**config.mk**
```make
export PLATFORM = sky130hd
export DESIGN_NAME = cs_spare_decoder
export DESIGN_NICKNAME = d
export VERILOG_FILES = /design/src/rtl/cs_dec_pkg.sv /design/src/rtl/cs_entry_cmp.sv /design/src/rtl/cs_first_pick.sv /design/src/rtl/cs_spare_swap.sv /design/src/rtl/cs_spare_decoder.sv
export SDC_FILE = /design/constraint.sdc
export NUM_CORES = 1
export LEC_CHECK = 0
export BUFFER_PORTS_ARGS = -buffer_cell sky130_fd_sc_hd__buf_4
export CAP_MARGIN = 30
export CORE_AREA = 10 10 217 219
export CTS_BUF_LIST = sky130_fd_sc_hd__clkbuf_16
export CTS_CLUSTER_DIAMETER = 200
export DETAILED_ROUTE_END_ITERATION = 12
export DIE_AREA = 0 0 227 229
export GPL_TIMING_DRIVEN = 0
export PLACE_DENSITY_LB_ADDON = 0.2
export SYNTH_ARGS = -nofsm -noshare
export SYNTH_HDL_FRONTEND = slang
export SYNTH_SLANG_ARGS = --single-unit
```
**constraint.sdc**
```tcl
create_clock -name clk -period 0.8 [get_ports clk]
set_input_delay 0.2 -clock clk [delete_from_list [all_inputs] [get_ports clk]]
set_output_delay 0.2 -clock clk [all_outputs]
set_load 0.02 [all_outputs]
```
**src/rtl/cs_dec_pkg.sv**
```systemverilog
package cs_dec_pkg;

  // outcome of the spare substitution stage
  typedef enum logic [1:0] {
    SUB_NONE  = 2'd0,
    SUB_SWAP  = 2'd1,
    SUB_FAULT = 2'd2
  } sub_kind_e;

endpackage

```
**src/rtl/cs_entry_cmp.sv**
```systemverilog
module cs_entry_cmp #(
  parameter int unsigned ADDR_W = 32
) (
  input  logic [ADDR_W-1:0] addr_i,
  input  logic [ADDR_W-1:0] base_i,
  input  logic [ADDR_W-1:0] mask_i,
  input  logic              en_i,
  output logic              match_o
);

  logic [ADDR_W-1:0] care;

  always_comb begin
    care    = ~mask_i;
    match_o = en_i && ((addr_i & care) == (base_i & care));
  end

endmodule

```
**src/rtl/cs_first_pick.sv**
```systemverilog
module cs_first_pick #(
  parameter int unsigned NUM_CS = 8,
  localparam int unsigned IDX_W = (NUM_CS > 1) ? $clog2(NUM_CS) : 1
) (
  input  logic [NUM_CS-1:0] match_i,
  output logic              found_o,
  output logic [IDX_W-1:0]  sel_o
);

  // scan downward so the lowest set bit is written last
  always_comb begin
    found_o = 1'b0;
    sel_o   = '0;
    for (int i = NUM_CS - 1; i >= 0; i--) begin
      if (match_i[i]) begin
        found_o = 1'b1;
        sel_o   = IDX_W'(i);
      end
    end
  end

endmodule

```
**src/rtl/cs_spare_swap.sv**
```systemverilog
module cs_spare_swap
  import cs_dec_pkg::*;
#(
  parameter int unsigned NUM_CS = 8,
  parameter int unsigned RANK_W = 4,
  localparam int unsigned IDX_W = (NUM_CS > 1) ? $clog2(NUM_CS) : 1
) (
  input  logic              found_i,
  input  logic [IDX_W-1:0]  sel_i,
  input  logic [RANK_W-1:0] fail_rank_i,
  input  logic              fail_vld_i,
  input  logic [RANK_W-1:0] spare_rank_i,
  input  logic              spare_vld_i,
  output logic [RANK_W-1:0] rank_o,
  output sub_kind_e         kind_o
);

  logic want_swap;
  logic spare_ok;

  always_comb begin
    want_swap = found_i && fail_vld_i && (fail_rank_i == RANK_W'(sel_i));
    spare_ok  = spare_vld_i && (32'(spare_rank_i) < 32'(NUM_CS));
    rank_o    = RANK_W'(sel_i);
    kind_o    = SUB_NONE;
    if (want_swap) begin
      if (spare_ok) begin
        rank_o = spare_rank_i;
        kind_o = SUB_SWAP;
      end else begin
        kind_o = SUB_FAULT;
      end
    end
  end

endmodule

```
**src/rtl/cs_spare_decoder.sv**
```systemverilog
module cs_spare_decoder
  import cs_dec_pkg::*;
#(
  parameter int unsigned NUM_CS = 8,
  parameter int unsigned ADDR_W = 32,
  parameter int unsigned RANK_W = 4,
  localparam int unsigned IDX_W = (NUM_CS > 1) ? $clog2(NUM_CS) : 1
) (
  input  logic                     clk,
  input  logic                     rst_n,
  input  logic                     lookup_vld_i,
  input  logic [ADDR_W-1:0]        lookup_addr_i,
  input  logic [NUM_CS*ADDR_W-1:0] cs_base_i,
  input  logic [NUM_CS*ADDR_W-1:0] cs_mask_i,
  input  logic [NUM_CS-1:0]        cs_en_i,
  input  logic [RANK_W-1:0]        fail_rank_i,
  input  logic                     fail_vld_i,
  input  logic [RANK_W-1:0]        spare_rank_i,
  input  logic                     spare_vld_i,
  output logic                     result_vld_o,
  output logic                     hit_o,
  output logic [IDX_W-1:0]         hit_idx_o,
  output logic [RANK_W-1:0]        rank_o,
  output logic                     swapped_o,
  output logic                     spare_fault_o
);

  // reset: asserted asynchronously, released on the clock
  logic [1:0] rst_sync_q;
  logic       rst_n_s;

  always_ff @(posedge clk or negedge rst_n) begin
    if (!rst_n) rst_sync_q <= 2'b00;
    else        rst_sync_q <= {rst_sync_q[0], 1'b1};
  end
  assign rst_n_s = rst_sync_q[1];

  // per-entry comparators
  logic [NUM_CS-1:0] match_vec;

  for (genvar g = 0; g < NUM_CS; g++) begin : g_cmp
    cs_entry_cmp #(.ADDR_W(ADDR_W)) u_cmp (
      .addr_i  (lookup_addr_i),
      .base_i  (cs_base_i[g*ADDR_W +: ADDR_W]),
      .mask_i  (cs_mask_i[g*ADDR_W +: ADDR_W]),
      .en_i    (cs_en_i[g]),
      .match_o (match_vec[g])
    );
  end

  logic             found;
  logic [IDX_W-1:0] sel;

  cs_first_pick #(.NUM_CS(NUM_CS)) u_pick (
    .match_i (match_vec),
    .found_o (found),
    .sel_o   (sel)
  );

  logic [RANK_W-1:0] sub_rank;
  sub_kind_e         sub_kind;

  cs_spare_swap #(.NUM_CS(NUM_CS), .RANK_W(RANK_W)) u_swap (
    .found_i      (found),
    .sel_i        (sel),
    .fail_rank_i  (fail_rank_i),
    .fail_vld_i   (fail_vld_i),
    .spare_rank_i (spare_rank_i),
    .spare_vld_i  (spare_vld_i),
    .rank_o       (sub_rank),
    .kind_o       (sub_kind)
  );

  // next-state
  logic              vld_d, hit_d, swap_d, fault_d;
  logic [IDX_W-1:0]  idx_d;
  logic [RANK_W-1:0] rank_d;
  logic              vld_q, hit_q, swap_q, fault_q;
  logic [IDX_W-1:0]  idx_q;
  logic [RANK_W-1:0] rank_q;

  always_comb begin
    vld_d   = lookup_vld_i;
    hit_d   = hit_q;
    idx_d   = idx_q;
    rank_d  = rank_q;
    swap_d  = swap_q;
    fault_d = fault_q;
    if (lookup_vld_i) begin
      hit_d   = found;
      idx_d   = sel;
      rank_d  = found ? sub_rank : '0;
      swap_d  = (sub_kind == SUB_SWAP);
      fault_d = (sub_kind == SUB_FAULT);
    end
  end

  // registers
  always_ff @(posedge clk or negedge rst_n_s) begin
    if (!rst_n_s) begin
      vld_q   <= 1'b0;
      hit_q   <= 1'b0;
      idx_q   <= '0;
      rank_q  <= '0;
      swap_q  <= 1'b0;
      fault_q <= 1'b0;
    end else begin
      vld_q   <= vld_d;
      hit_q   <= hit_d;
      idx_q   <= idx_d;
      rank_q  <= rank_d;
      swap_q  <= swap_d;
      fault_q <= fault_d;
    end
  end

  assign result_vld_o  = vld_q;
  assign hit_o         = hit_q;
  assign hit_idx_o     = idx_q;
  assign rank_o        = rank_q;
  assign swapped_o     = swap_q;
  assign spare_fault_o = fault_q;


  first_hit_lowest_chk: assert property (@(posedge clk) disable iff (!rst_n_s)
    lookup_vld_i && found |->
      match_vec[sel] && ((match_vec & ((NUM_CS'(1) << sel) - NUM_CS'(1))) == '0));


  miss_quiet_chk: assert property (@(posedge clk) disable iff (!rst_n_s)
    lookup_vld_i && !found |=> !hit_o && !swapped_o && !spare_fault_o && (rank_o == '0));


  swap_rank_chk: assert property (@(posedge clk) disable iff (!rst_n_s)
    lookup_vld_i && (sub_kind == SUB_SWAP) |=> swapped_o && (rank_o == $past(spare_rank_i)));


  swap_fault_excl_chk: assert property (@(posedge clk) disable iff (!rst_n_s)
    result_vld_o |-> !(swapped_o && spare_fault_o));


  result_follow_chk: assert property (@(posedge clk) disable iff (!rst_n_s)
    lookup_vld_i |=> result_vld_o);


  result_hold_chk: assert property (@(posedge clk) disable iff (!rst_n_s)
    !lookup_vld_i |=> !result_vld_o && $stable(rank_o) && $stable(hit_idx_o));

endmodule

```
==> results.md <==
- Nature of the critical path endpoint: flip-flop
- Cell area power density: between 700 and 800 mW/mm^2
- Clock latency at the later pin of the worst-skew pair: 250 ps
- Final-report setup violation count: 20
- Worst-Margin Slew: roughly 630 ps
- Detailed-placement wirelength estimate: approximately 42 mm
- Final critical-path required period: 2460 ps
- Fraction of the yosys area taken by sequential cells: around 7%
- Crit path buffers/inverters: 2
- Congestion Overflow GR: 0
- Worst-path cell chain: buf_12 -> xnor2_4 -> o22ai_4 -> nor4_4 -> nand4_1 -> buf_6 -> or2_4 -> a211o_1 -> nand3_2 -> nand4b_4 -> or3_4 -> nand3_1
- Final net count: between 1500 and 2000
- Tcrit/Tclk final: 307%
- Setup WS pre-CTS: -2940 ps
- Pin count of the biggest net entering global routing: 12
- Async SR Flop Fraction: 100%
- Violations in the final reports: negative setup slack
- Maximum clock rate: between 0.4 and 0.5 GHz
- Remaining antenna violation count: 0
- Maxcap violations: 0
- Area of the die: just over 0.05 mm^2
- Mapped Area: approximately 0.0045 mm^2
- Peak fanout along the critical path: 8
- Number of hold violations in the final report: 0
- Post-Synthesis Mean Instance Area: around 8.2 um^2
- Clock root buffer: sky130_fd_sc_hd__clkbuf_16
- Count of clock tree sinks: 13
- TritonCTS clock tree: built
- Area of all sequential standard cells: between 300 and 400 um^2
- Count of vias placed by the detailed router: 6660
- Data required time of the worst path: around 990 ps
- Number of buffers added by the clock tree synthesis step: 3
- First-pass GRT wire length: 59.9 mm
- Placed Cells: about 1600
- Drt wl/cell: between 20 and 30 um
- Final routed DRC violation total: 0
- Static leakage power: about 4.5 nW
- Avg Vias per Cell: slightly below 4
- Worst vdd ir: about 0.56 mV
- Netlist cell types: between 40 and 50
- Gate count after technology mapping: approximately 550
- Worst-case clock buffer depth: 2
- Post-route worst setup slack: -1660 ps
- Worst min-delay path class: in -> reg
- Synth Warn #: 0
- Net count of the mapped netlist: about 1100
- PortBufs: 543
- Total GRT Usage: between 15 and 20%
- Dominant synthesized flop cell: sky130_fd_sc_hd__dfrtp_1
- Core region area: between 0.04 and 0.05 mm^2
- Max Slew Vio Count: 0
- Setup repair after global routing missed its margin: yes
- Number of antenna violations at the first check in global routing: 6
- Multi-input combinational cell area: 0.00469 mm^2
- Clock-pin transition on the worst setup and hold timing paths: 50 ps
- Worst path slowest cell: sky130_fd_sc_hd__nor4_4
- Critical path class: in -> reg
- Delay of the slowest cell on the worst path: 420 ps
- Post-synth EDFFs: 0
- Arrival time at the worst endpoint: around 2600 ps
- Top Family by Delay on Critical Path: simple AND/OR/NAND/NOR gates
- Top-level port count: approximately 580
- Vias in the first global route: 7438
- Final weighted congestion in routability-driven placement: 0.843
- Htree depth: 1
- Filler-free cell count of the finished design: 1678
- Synth Register Bits: 13
- Starting Density: a little over a tenth
- Clock skew: 7.06 ps
- Number of optimization iterations in the first detailed-route pass: 4
- Detailed router's first-iteration violation count: approximately 290
- Element type at the critical path start: input port
- Synthesis-to-finish area growth: 137%
- Max_slew headroom: 57.4%
- Total of fill cells in the finished design: 4757
- Die outline width: between 200 and 250 um
- Outcome: complete, but fails checks
- Number of core rows: 76
- Fraction of final layout cells with drive strength greater than 1: between 60% and 70%
- Setup TNS: -14930 ps
- Routed Wire Length: around 47 mm
- Vertical extent of the die: between 200 and 250 um
-- routing by layer --
| metal | track usage, % | wire (um) |
|---|---|---|
| met5 | 0 | 31 |
| met1 | 18.0 | 16700 |
| met2 | 31.3 | 24500 |
| met4 | 3.33 | 726 |
| met3 | 5.11 | 4650 |
-- where the power goes --
group	internal, mW	total (mW)	switching (mW)	leakage [nW]
Clock	0.660	0.952	0.292	0.0423
Combinational	3.49	6.07	2.58	4.33
Sequential	0.667	0.680	0.0130	0.175
Total	4.82	7.70	2.88	4.54
-- worst reg2reg max path, stage by stage (launching register included) --
cell and delay [ps]:
sky130_fd_sc_hd__dfrtp_1 390, sky130_fd_sc_hd__buf_4 140, sky130_fd_sc_hd__a22oi_1 170, sky130_fd_sc_hd__nand3_1 90
-- what timing repair did --
item	in CTS	in global routing
setup buffers	25	3
hold buffers	1	0
pin swaps	41	12
endpoints found under the hold margin	2	0
gates resized for setup	125	30
endpoints found under the setup margin	20	20
-- synthesized netlist by cell type, types with 4 or more instances --
| cell | count | area (um^2) |
|---|---|---|
| sky130_fd_sc_hd__nand3_1 | 4 | 20.0 |
| sky130_fd_sc_hd__dfrtp_1 | 13 | 325 |
| sky130_fd_sc_hd__buf_4 | 11 | 82.6 |
| sky130_fd_sc_hd__nor4_2 | 7 | 87.6 |
| sky130_fd_sc_hd__o21ai_0 | 15 | 75.1 |
| sky130_fd_sc_hd__o22a_1 | 5 | 43.8 |
| sky130_fd_sc_hd__nand4_1 | 6 | 37.5 |
| sky130_fd_sc_hd__nor2_1 | 4 | 15.0 |
| sky130_fd_sc_hd__o22ai_1 | 117 | 732 |
| sky130_fd_sc_hd__xnor2_1 | 253 | 2220 |
| sky130_fd_sc_hd__inv_1 | 6 | 22.5 |
| sky130_fd_sc_hd__buf_6 | 20 | 225 |
| sky130_fd_sc_hd__nand2_1 | 10 | 37.5 |
| sky130_fd_sc_hd__nor3_1 | 10 | 50.1 |
| sky130_fd_sc_hd__nor4_1 | 19 | 119 |
-- stage by stage --
step | util [%] | area (um^2) | total power, mW | hold WS, ps
2_1_floorplan | - | 4640 | 2.95 | -95.6
3_3_place_gp | 22.0 | 9400 | 6.05 | -15.1
3_5_place_dp | 22.1 | 9420 | 6.10 | -13.2
4_1_cts | 24.4 | 10400 | 7.65 | 149
5_1_grt | 25.0 | 10700 | 8.13 | 149
6_report | 25.0 | 10700 | 7.70 | 153
-- layout make-up --
cell class                 count  area share (%)
antenna                        5           0.117
buffer                        33            4.50
clock buffer                   3           0.703
clock inverter                 1          0.0352
inverter                       6           0.211
multi-input combinational    495            44.0
sequential                    13            3.05
tap                          546            6.40
timing repair buffer         576            41.0
-- state kept, by name, summed over array words and instances (netlist names) --
signal         cells
rank_o             4
hit_idx_o          3
rst_sync_q         2
hit_o              1
result_vld_o       1
spare_fault_o      1
swapped_o          1
-- layout by cell type (no fill, tap or decap), types with 2 or more instances in the layout --
cell type	instances
sky130_fd_sc_hd__buf_4	560
sky130_fd_sc_hd__xnor2_1	216
sky130_fd_sc_hd__o22ai_1	101
sky130_fd_sc_hd__xnor2_2	31
sky130_fd_sc_hd__buf_6	30
sky130_fd_sc_hd__o22ai_2	14
sky130_fd_sc_hd__nor4_4	14
sky130_fd_sc_hd__o21ai_0	13
sky130_fd_sc_hd__dfrtp_1	13
sky130_fd_sc_hd__buf_12	12
sky130_fd_sc_hd__nand2_1	10
sky130_fd_sc_hd__xnor2_4	9
sky130_fd_sc_hd__nor4_2	7
sky130_fd_sc_hd__inv_1	7
sky130_fd_sc_hd__nand4_1	6
sky130_fd_sc_hd__diode_2	5
sky130_fd_sc_hd__nor3_2	5
sky130_fd_sc_hd__o22ai_4	5
sky130_fd_sc_hd__nor4_1	5
sky130_fd_sc_hd__o22a_1	5
sky130_fd_sc_hd__buf_8	4
sky130_fd_sc_hd__o21bai_1	3
sky130_fd_sc_hd__nor3_1	3
sky130_fd_sc_hd__nor2_1	3
sky130_fd_sc_hd__nor2b_1	3
sky130_fd_sc_hd__nand3_1	3
sky130_fd_sc_hd__clkbuf_16	3
sky130_fd_sc_hd__or2_4	2
sky130_fd_sc_hd__o21ai_1	2
sky130_fd_sc_hd__nor3_4	2
sky130_fd_sc_hd__o211ai_1	2
sky130_fd_sc_hd__a21oi_1	2
sky130_fd_sc_hd__and2_1	2
sky130_fd_sc_hd__or3_1	2
sky130_fd_sc_hd__a22oi_1	2
sky130_fd_sc_hd__a21o_1	2
sky130_fd_sc_hd__o2bb2ai_1	2
-- final timing paths --
kind                                   start      endpoint  slack, ps  cells past startpoint
hold reg to reg                rst_sync_q[1]  hit_idx_o[1]        190                      0
setup reg to reg                   rank_o[0]     rank_o[0]       -110                      3
setup / recovery           lookup_addr_i[16]     rank_o[0]      -1660                     12
max in group asynchronous      rst_sync_q[1]     rank_o[3]        290                      0
min in group asynchronous      rst_sync_q[1]  hit_idx_o[1]        190                      0
hold / removal                  lookup_vld_i  result_vld_o        150                      1
-- cell families after synthesis --
kind of cell	synth area share, %
other	0.0831
AOI/OAI and AO/OA	23.8
xor gates and xnor gates	50.2
DFF	7.21
buffers and inverters	7.52
and+or+nand+nor	11.2
No activity file was read; power rests on OpenSTA's default activity.
